==> config.mk <==
export PLATFORM = sky130hd
export DESIGN_NAME = rscan_range_array
export DESIGN_NICKNAME = d
export VERILOG_FILES = /design/src/rtl/rscan_pkg.sv /design/src/rtl/rscan_row_dec.sv /design/src/rtl/rscan_col_range_dec.sv /design/src/rtl/rscan_cell_grid.sv /design/src/rtl/rscan_misr.sv /design/src/rtl/rscan_range_array.sv
export SDC_FILE = /design/constraint.sdc
export NUM_CORES = 1
export LEC_CHECK = 0
export BUFFER_PORTS_ARGS = -buffer_cell sky130_fd_sc_hd__buf_4
export CORE_MARGIN = 1.5
export CORE_UTILIZATION = 33
export CTS_BUF_LIST = sky130_fd_sc_hd__clkbuf_4
export CTS_CLUSTER_SIZE = 14
export DETAILED_ROUTE_END_ITERATION = 12
export HOLD_SLACK_MARGIN = 0.1
export PLACE_DENSITY_LB_ADDON = 0.3
export RECOVER_POWER = 50
export REMOVE_ABC_BUFFERS = 1
export SLEW_MARGIN = 20
export SYNTH_ARGS = -nofsm -noshare
export SYNTH_HDL_FRONTEND = slang
export SYNTH_SLANG_ARGS = --single-unit
==> constraint.sdc <==
create_clock -name clk -period 1.55 [get_ports clk]
set_input_delay 0.3875 -clock clk [delete_from_list [all_inputs] [get_ports clk]]
set_output_delay 0.3875 -clock clk [all_outputs]
set_load 0.02 [all_outputs]
==> src/rtl/rscan_pkg.sv <==
package rscan_pkg;
   typedef enum logic [1:0] {
      OP_IDLE  = 2'd0,
      OP_WRITE = 2'd1,
      OP_READ  = 2'd2
   } rscan_op_e;

   function automatic rscan_op_e rscan_decode_op(input logic te, input logic wm);
      if (!te)     return OP_IDLE;
      else if (wm) return OP_WRITE;
      else         return OP_READ;
   endfunction
endpackage

==> src/rtl/rscan_row_dec.sv <==
module rscan_row_dec #(
   parameter int unsigned ROWS = 8,
   localparam int unsigned RAW = $clog2(ROWS)
) (
   input  logic [RAW-1:0]  row_addr,
   input  logic            enable,
   output logic [ROWS-1:0] row_sel
);
   for (genvar r = 0; r < ROWS; r++) begin : g_row
      localparam logic [RAW-1:0] RIDX = RAW'(r);
      assign row_sel[r] = enable && (row_addr == RIDX);
   end
endmodule

==> src/rtl/rscan_col_range_dec.sv <==
module rscan_col_range_dec #(
   parameter int unsigned COLS  = 16,
   parameter int unsigned RUN_W = 3,
   parameter int unsigned STYLE = 0,
   localparam int unsigned CAW  = $clog2(COLS),
   localparam int unsigned SUMW = ((CAW > RUN_W) ? CAW : RUN_W) + 1
) (
   input  logic [CAW-1:0]   col_addr,
   input  logic [RUN_W-1:0] run_len,
   output logic [COLS-1:0]  col_en
);
   logic [SUMW-1:0] first_col;
   logic [SUMW-1:0] last_col;

   assign first_col = SUMW'(col_addr);
   assign last_col  = SUMW'(col_addr) + SUMW'(run_len);

   if (STYLE == 0) begin : g_cmp
      // one magnitude comparator pair per column
      for (genvar c = 0; c < COLS; c++) begin : g_col
         localparam logic [SUMW-1:0] CIDX = SUMW'(c);
         assign col_en[c] = (CIDX >= first_col) && (CIDX <= last_col);
      end
   end else begin : g_mask
      // lower mask from start, upper mask from end+1, intersect
      localparam int unsigned MW = COLS + (1 << RUN_W) + 1;
      logic [MW-1:0] lo_mask;
      logic [MW-1:0] hi_mask;
      logic [SUMW:0] stop_col;
      assign stop_col = {1'b0, last_col} + 1'b1;
      assign lo_mask  = {MW{1'b1}} << first_col;
      assign hi_mask  = ~({MW{1'b1}} << stop_col);
      assign col_en   = lo_mask[COLS-1:0] & hi_mask[COLS-1:0];
   end
endmodule

==> src/rtl/rscan_cell_grid.sv <==
module rscan_cell_grid #(
   parameter int unsigned ROWS = 8,
   parameter int unsigned COLS = 16,
   localparam int unsigned NCELL = ROWS * COLS
) (
   input  logic             clk,
   input  logic             rst_n,
   input  logic             wr_en,
   input  logic [ROWS-1:0]  row_sel,
   input  logic [COLS-1:0]  col_en,
   input  logic             din,
   output logic [NCELL-1:0] cells,
   output logic [COLS-1:0]  rd_row
);
   logic [COLS-1:0] row_bits [ROWS];

   for (genvar r = 0; r < ROWS; r++) begin : g_row
      logic [COLS-1:0] cell_we;
      assign cell_we = col_en & {COLS{wr_en & row_sel[r]}};

      always_ff @(posedge clk or negedge rst_n) begin
         if (!rst_n) begin
            row_bits[r] <= '0;
         end else begin
            for (int c = 0; c < COLS; c++) begin
               if (cell_we[c]) row_bits[r][c] <= din;
            end
         end
      end

      assign cells[r*COLS +: COLS] = row_bits[r];
   end

   always_comb begin
      rd_row = '0;
      for (int r = 0; r < ROWS; r++) begin
         rd_row = rd_row | (row_bits[r] & {COLS{row_sel[r]}});
      end
   end
endmodule

==> src/rtl/rscan_misr.sv <==
module rscan_misr #(
   parameter int unsigned W    = 16,
   parameter logic [W-1:0] POLY = W'(16'h002D)
) (
   input  logic         clk,
   input  logic         rst_n,
   input  logic         shift_en,
   input  logic [W-1:0] din,
   output logic [W-1:0] sig
);
   logic [W-1:0] sig_nxt;

   always_comb begin
      sig_nxt = {sig[W-2:0], 1'b0} ^ din;
      if (sig[W-1]) sig_nxt = sig_nxt ^ POLY;
   end

   always_ff @(posedge clk or negedge rst_n) begin
      if (!rst_n)        sig <= '0;
      else if (shift_en) sig <= sig_nxt;
   end
endmodule

==> src/rtl/rscan_range_array.sv <==
module rscan_range_array #(
   parameter int unsigned ROWS      = 8,
   parameter int unsigned COLS      = 16,
   parameter int unsigned RUN_W     = 3,
   parameter int unsigned DEC_STYLE = 0,
   parameter logic [COLS-1:0] POLY  = COLS'(16'h002D),
   localparam int unsigned RAW   = $clog2(ROWS),
   localparam int unsigned CAW   = $clog2(COLS),
   localparam int unsigned NCELL = ROWS * COLS
) (
   input  logic             clk,
   input  logic             rst_n,
   input  logic             test_en,
   input  logic             wr_mode,
   input  logic [RAW-1:0]   row_addr,
   input  logic [CAW-1:0]   col_addr,
   input  logic [RUN_W-1:0] run_len,
   input  logic             scan_din,
   output logic [NCELL-1:0] cell_q,
   output logic [COLS-1:0]  signature
);
   import rscan_pkg::*;

   if (ROWS < 2)            begin : g_bad_rows  $error("ROWS must be at least 2");          end
   if (COLS < 2)            begin : g_bad_cols  $error("COLS must be at least 2");          end
   if (RUN_W < 1)           begin : g_bad_run   $error("RUN_W must be at least 1");         end
   if (RUN_W > CAW)         begin : g_long_run  $error("RUN_W must not exceed column bits"); end
   if (DEC_STYLE > 1)       begin : g_bad_style $error("DEC_STYLE must be 0 or 1");         end

   rscan_op_e       op;
   logic            do_write;
   logic            do_read;
   logic [ROWS-1:0] row_sel;
   logic [COLS-1:0] col_en;
   logic [COLS-1:0] rd_row;

   assign op       = rscan_decode_op(test_en, wr_mode);
   assign do_write = (op == OP_WRITE);
   assign do_read  = (op == OP_READ);

   rscan_row_dec #(.ROWS(ROWS)) u_row_dec (
      .row_addr (row_addr),
      .enable   (do_write | do_read),
      .row_sel  (row_sel)
   );

   rscan_col_range_dec #(.COLS(COLS), .RUN_W(RUN_W), .STYLE(DEC_STYLE)) u_col_dec (
      .col_addr (col_addr),
      .run_len  (run_len),
      .col_en   (col_en)
   );

   rscan_cell_grid #(.ROWS(ROWS), .COLS(COLS)) u_grid (
      .clk     (clk),
      .rst_n   (rst_n),
      .wr_en   (do_write),
      .row_sel (row_sel),
      .col_en  (col_en),
      .din     (scan_din),
      .cells   (cell_q),
      .rd_row  (rd_row)
   );

   rscan_misr #(.W(COLS), .POLY(POLY)) u_misr (
      .clk      (clk),
      .rst_n    (rst_n),
      .shift_en (do_read),
      .din      (rd_row),
      .sig      (signature)
   );
endmodule

Yosys cells after proc, flatten, opt, wreduce, memory -nomap -nowiden
Cells that the tools add are included.
{"block": "word_totals", "mem_count": 0, "output_inout_bits": 144, "wordCells": 233, "mem_bits_rw": 0, "inputBits": 15, "mem_bits_ro": 0, "latch_bits": 0, "register_bits": 144}
{"block": "op_classes", "add_sub_neg": 1, "div_mod_pow": 0, "magnitude_cmp": 32, "bitwise": 34, "multipliers": 0, "eq_ne": 9, "n_mux": 3, "n_reduce_logical": 25, "n_shift": 0}
{"cell": "AND 16 bit", "n": 16}
{"cell": "bitwise OR 16 bit", "n": 7}
{"cell": "<= comparator 4 x 5 -> 1 bit (first input constant)", "n": 8}
{"cell": "greater-or-equal comparator 4 bit (first input constant)", "n": 8}
{"cell": "logical AND 1 bit", "n": 24}
{"cell": "<= comparator 3 x 5 -> 1 bit (first input constant)", "n": 4}
{"cell": "greater-or-equal comparator 3 x 4 -> 1 bit (first input constant)", "n": 4}
{"cell": "XOR 16 bit", "n": 1}
{"cell": "equality test 3 bit (second input constant)", "n": 4}
{"cell": "<= comparator 1 x 5 -> 1 bit (first input constant)", "n": 2}
{"cell": "<= comparator 2 x 5 -> 1 bit (first input constant)", "n": 2}
{"cell": "AND 1 bit", "n": 8}
{"cell": "greater-or-equal comparator 1 x 4 -> 1 bit (first input constant)", "n": 2}
{"cell": "greater-or-equal comparator 2 x 4 -> 1 bit (first input constant)", "n": 2}
{"cell": "equality test 3 x 2 -> 1 bit (second input constant)", "n": 2}
{"cell": "2-to-1 mux 6 bit", "n": 1}
{"cell": "adder 4 x 3 -> 5 bit", "n": 1}
{"cell": "2-to-1 mux 2 bit", "n": 2}
{"cell": "NOT 4 bit", "n": 1}
{"cell": "equality test 3 x 1 -> 1 bit (second input constant)", "n": 1}
{"cell": "logical NOT 3 bit", "n": 1}
{"cell": "equality test 2 x 1 -> 1 bit (second input constant)", "n": 1}
{"cell": "equality test 2 bit (second input constant)", "n": 1}
{"cell": "bitwise OR 1 bit", "n": 1}

Depth between registers and ports, before layout
{"block": "logic_depth", "depth_word": 16, "depth_mapped": 9, "mapped_depth_nobuf": 7}

Modules after synthesis
From an unflattened synthesis, not the netlist that was laid out.
{"block": "unflattened", "hier_cells": 666, "hier_area_um2": 7569.8}
{"module": "rscan_cell_grid", "cells_each": 532, "area_each_um2": 6258.5, "seq_area_each_um2": 3203.1, "instances": 1}
{"module": "rscan_misr", "cells_each": 64, "area_each_um2": 747.0, "seq_area_each_um2": 400.4, "instances": 1}
{"module": "rscan_col_range_dec", "cells_each": 59, "area_each_um2": 447.9, "seq_area_each_um2": 0.0, "instances": 1}
{"module": "rscan_row_dec", "cells_each": 8, "area_each_um2": 96.3, "seq_area_each_um2": 0.0, "instances": 1}
{"module": "rscan_range_array", "cells_each": 3, "area_each_um2": 20.0, "seq_area_each_um2": 0.0, "instances": 1}

Worst setup path before layout
Ideal clock, no wire load.
{"block": "synth_path", "kind": "input to register", "startpoint": "input port col_addr[0]", "endpoint": "register u_grid.row_bits (netlist bit u_grid.cells[74])", "cell_stages": 8, "slack_ps": -1086, "t_required_ps": 1425, "t_arrival_ps": 2511, "path_cell_list": "ha_1 fa_1 buf_4 or2_2 maj3_2 o22a_2 nand2_1 mux2_2"}
{"block": "synth_via", "elab_chain_len": 4, "word_cells_on_any_way": 5}
{"item": "start, declared", "line": "rscan_range_array.sv:16", "rtl": "input logic [CAW-1:0] col_addr,"}
{"item": "adder 4 x 3 -> 5 bit", "line": "rscan_col_range_dec.sv:16", "rtl": "assign last_col = SUMW'(col_addr) + SUMW'(run_len);"}
{"item": "<= comparator 4 x 5 -> 1 bit", "line": "rscan_col_range_dec.sv:22", "rtl": "assign col_en[c] = (CIDX >= first_col) && (CIDX <= last_col);"}
{"item": "logical AND 1 bit (*)", "line": "rscan_col_range_dec.sv:22"}
{"item": "AND 16 bit (*)", "line": "rscan_cell_grid.sv:19", "rtl": "assign cell_we = col_en & {COLS{wr_en & row_sel[r]}};"}
{"item": "end signal, assigned by index", "line": "rscan_cell_grid.sv:26", "rtl": "if (cell_we[c]) row_bits[r][c] <= din;"}
{"item": "end, declared", "line": "rscan_cell_grid.sv:15", "rtl": "logic [COLS-1:0] row_bits [ROWS];"}
Every way passes the cells marked *; elsewhere a longest branch is shown, timed or not.
A chain may end at the register's enable or synchronous reset.

Worst setup path after layout
{"block": "layout_path", "startpoint": "input port col_addr[0]", "endpoint": "register u_grid.row_bits (netlist bit u_grid.cells[70])"}
{"block": "layout_via", "elab_chain_len": 4, "word_cells_on_any_way": 5}
{"item": "adder 4 x 3 -> 5 bit", "line": "rscan_col_range_dec.sv:16"}
{"item": "<= comparator 3 x 5 -> 1 bit", "line": "rscan_col_range_dec.sv:22"}
{"item": "logical AND 1 bit (*)", "line": "rscan_col_range_dec.sv:22"}
{"item": "AND 16 bit (*)", "line": "rscan_cell_grid.sv:19"}
Marks and branches as above.

==> summary.md <==
| Metric | Value |
|---|---|
| Die Area | `approximately 25000 um2` |
| WP data arrival | `2.44 ns` |
| Relative slew slack | `0.318` |
| Placed cells | `1345` |
| CTS tree | `yes` |
| # IOs | `between 150 and 200` |
| First-pass GRT wire length | `between 40000 and 50000 um` |
| Area grow syn2layout | `67.8%` |
| Detail Placement HPWL | `~21000 um` |
| Die Height | `159 um` |
| Peak VDD IR | `approximately 0.00053 V` |
| P_sw | `roughly 5.4 mW` |
| Setup-failing EPs final | `roughly 160` |
| Total grt overflow | `0` |
| Die Wd | `between 150 and 200 um` |
| Post-synthesis cell type count | `between 70 and 80` |
| Final Cycle Share | `1.28` |
| Root Buffer Master | `clkbuf_4` |
| Max incr delay on CP | `0.60 ns` |
| Reg-to-reg endpoint | `u_misr.sig[8]` |
| Final hold vios | `0` |
| Filler cell count | `approximately 2000` |
| Outcome | `finished, violations left` |
| Sequence of cells on the critical path | `buf_8 -> ha_4 -> fa_2 -> buf_6 -> nand2_2 -> a221o_4 -> nor2_2 -> mux2_4` |
| PwrDens | `between 1000 and 1500 nW/um2` |
| Core ar. | `~24000 um2` |
| Initial drt markers | `613` |
| Final Wtd Congestion | `0.835` |
| Post-synth top cells | `144 x dfrtp_1, 115 x mux2_2, 107 x nand2_1` |
| Num CTS Buffers | `17` |
| Cell taking the most area after synthesis | `dfrtp_1` |
| Worst Hold Launch | `scan_din` |
| Slowest stage cell on the critical path | `fa_2` |
| Comb pwr share | `0.478` |
| Hold EP | `u_grid.cells[109]` |
| Total global-route track usage | `0.234` |
| Final ANT Viol Nets | `0` |
| CTS Buffer Depth | `2` |
| Failing checks | `negative setup slack` |
| Most frequent cell after synthesis | `dfrtp_1` |
| Worst-margin pin slew | `1.02 ns` |
| Share of cells above drive strength 1 | `0.669` |
| F_max | `~500 MHz` |
| CTS H-tree depth | `4` |
| CP Launch Type | `primary input` |
| Internal power | `9.06 mW` |
| Switching portion of total power | `0.372` |
| Sequential power share | `0.362` |
| Post-Route WL | `about 30000 um` |
| DRT Pass-1 Iters | `6` |
| Leakage | `between 6 and 7 nW` |
| Layout Skew | `0.0158 ns` |
| #FFs+latches synth | `between 100 and 150` |
| Syn Inst Count | `741` |
| Row cnt | `between 50 and 60` |
| RSZ-0062 raised after global routing | `yes` |
| Post-DR vias/cell | `just over 5` |
| Syn_area_per_cell | `10.9 um2` |
| Post-synthesis sequential area ratio | `0.447` |
| Netlist Area Pre-Place | `8060 um2` |
| Setup_tns | `-38.51 ns` |
| Critical path endpoint category | `register` |
| Final worst slack | `-0.437 ns` |
| Hold slack | `0.354 ns` |
| Post-synth top flop | `dfrtp_1` |
| Area share of the largest cell type after synthesis | `0.447` |
| CP required | `2.00 ns` |
| Final non-filler cell total | `about 1500` |
| Total number of vias | `roughly 7600` |
| Yosys warnings | `0` |
| Reg-to-Reg Start | `u_grid.cells[88]` |
| Slew Limit Fails | `0` |
| Clk slew on worst S/H paths | `between 0.1 and 0.15 ns` |
| Critical path peak fanout | `8` |
| Post-layout util | `0.560` |
| FF-to-FF path depth | `5` |
| Max-cap violations | `0` |
| Hold Path Class | `primary input to register` |
| IO Port Bufs | `158` |
| Vias in the first global route | `7881` |
| Hold path depth | `4` |
| Clock power frac | `0.160` |
| Wire per inst | `between 20 and 25 um` |
| Clk sinks | `144` |
| DRC Markers | `0` |
| Synth area leaders | `dfrtp_1 45%, mux2_2 16%, nand2_1 5.0%, nor2_1 3.7%, mux4_2 3.4%` |
| Largest net degree at the start of global routing | `71` |
| Post-synth EDFFs | `0` |
| Worst setup path class | `primary input to register` |
| Tmin final | `~2.0 ns` |
| Initial antenna violation count | `1` |
| Fraction of registers with async set/reset | `1.00` |
| Starting density of the core | `0.334` |
| Worst skew pair latency | `~0.57 ns` |
| Flop2flop setup slack | `-0.13 ns` |
| Final layout net count | `~1200` |
## flip-flops by register name, indices dropped and copies added, names as in the netlist
register,count
u_grid.cells,128
u_misr.sig,16
## power by group through the flow
| stage | logic [mW] | clock network, mW | registers, mW |
|---|---|---|---|
| 2_1_floorplan | 1.49 | 0 | 5.94 |
| 3_3_place_gp | 4.68 | 0 | 5.30 |
| 3_5_place_dp | 4.74 | 0 | 5.31 |
| 4_1_cts | 6.32 | 2.35 | 5.19 |
| 5_1_grt | 7.26 | 2.50 | 5.28 |
| 6_report | 6.89 | 2.31 | 5.22 |
## how the worst max path moves through the flow
stage                     slack (ns)        start                 to
final                          -0.44  col_addr[0]   u_grid.cells[70]
after global routing           -0.43  col_addr[0]  u_grid.cells[102]
after CTS                      -0.36  col_addr[0]   u_grid.cells[78]
after detailed placement       -1.21  col_addr[0]   u_grid.cells[75]
after global placement         -1.19  col_addr[0]   u_grid.cells[74]
after floorplan                -1.07  col_addr[0]   u_grid.cells[74]
## critical path: cells and delay by family
kind	cells	cell delay [ns]
AO/OA/AOI/OAI	1	0.54
AND/OR/NAND/NOR	2	0.19
adder cells (fa/ha/maj)	2	0.75
multiplexers	1	0.31
buffers and inverters	2	0.26
## kinds of logic (layout without fill, tap and decap cells)
group                    Yosys count  in the layout  share of synthesized area
flip-flops                       144            144                      0.447
AO/OA/AOI/OAI                    108            108                      0.114
AND/OR/NAND/NOR                  253            253                      0.142
multiplexers                     162            162                      0.240
buffers and inverters             53            474                     0.0301
XOR/XNOR                          16             16                     0.0197
other                              0              1                          0
adder cells (fa/ha/maj)            5              5                    0.00853
## final cells by class
| cell class | count | area, um2 | area share |
|---|---|---|---|
| antenna | 1 | 2.50 | 0.000185 |
| timing repair buffer | 436 | 4110 | 0.304 |
| clock buffer | 19 | 143 | 0.0105 |
| sequential | 144 | 3610 | 0.267 |
| inverter | 6 | 22.5 | 0.00166 |
| clock inverter | 13 | 116 | 0.00860 |
| tap | 324 | 405 | 0.0300 |
| multi-input combinational | 544 | 5120 | 0.378 |
## repair_timing
item / in CTS / in global routing
hold buffers: 1 / 0
pin swaps: 40 / 67
setup buffers: 91 / 20
hold endpoints to repair: 140 / 0
cloned: 0 / 1
endpoints found under the setup margin: 267 / 279
gates resized for setup: 258 / 204
## cell usage in the layout, fill, tap and decap left out, types with 4 or more instances in the layout
master        n
nor2_2       21
a22oi_1       4
clkbuf_4     19
mux2i_1      17
buf_12       12
dfrtp_1     139
a22oi_2       4
nand2_4       8
clkinvlp_4    5
xor2_1        9
nand2_1      52
o21ai_2      10
nor2_4       20
nand2_2      47
mux2i_2       4
buf_4       237
nand2b_1      5
and3b_1       4
mux4_2       12
mux2_2       68
a21oi_1       8
and2_1        4
and3_1        4
nor2_1       41
o21ai_0       5
nand3b_1      4
nand3_1      16
o21ai_1      22
inv_1         5
buf_6       181
mux2_4       59
xnor2_1       4
dfrtp_2       5
## stage by stage
stage	instance area (um2)	power, mW	setup slack, ns
after floorplan	7840	7.43	-1.07
after global placement	10900	9.98	-1.19
after detailed placement	10900	10.0	-1.21
after CTS	12800	13.9	-0.362
after global routing	13500	15.0	-0.426
final	13500	14.4	-0.437
## metal layers
metal / part of all wire / GRT usage / wire (um) / vias up
met5: 0 / 0 / 0 / -
met4: 0.028 / 0.0849 / 851 / 0
met3: 0.049 / 0.0419 / 1490 / 54
met2: 0.49 / 0.380 / 14900 / 225
met1: 0.43 / 0.314 / 13000 / 3898
li1: - / - / - / 3460
(Power assumes the default switching activity.)
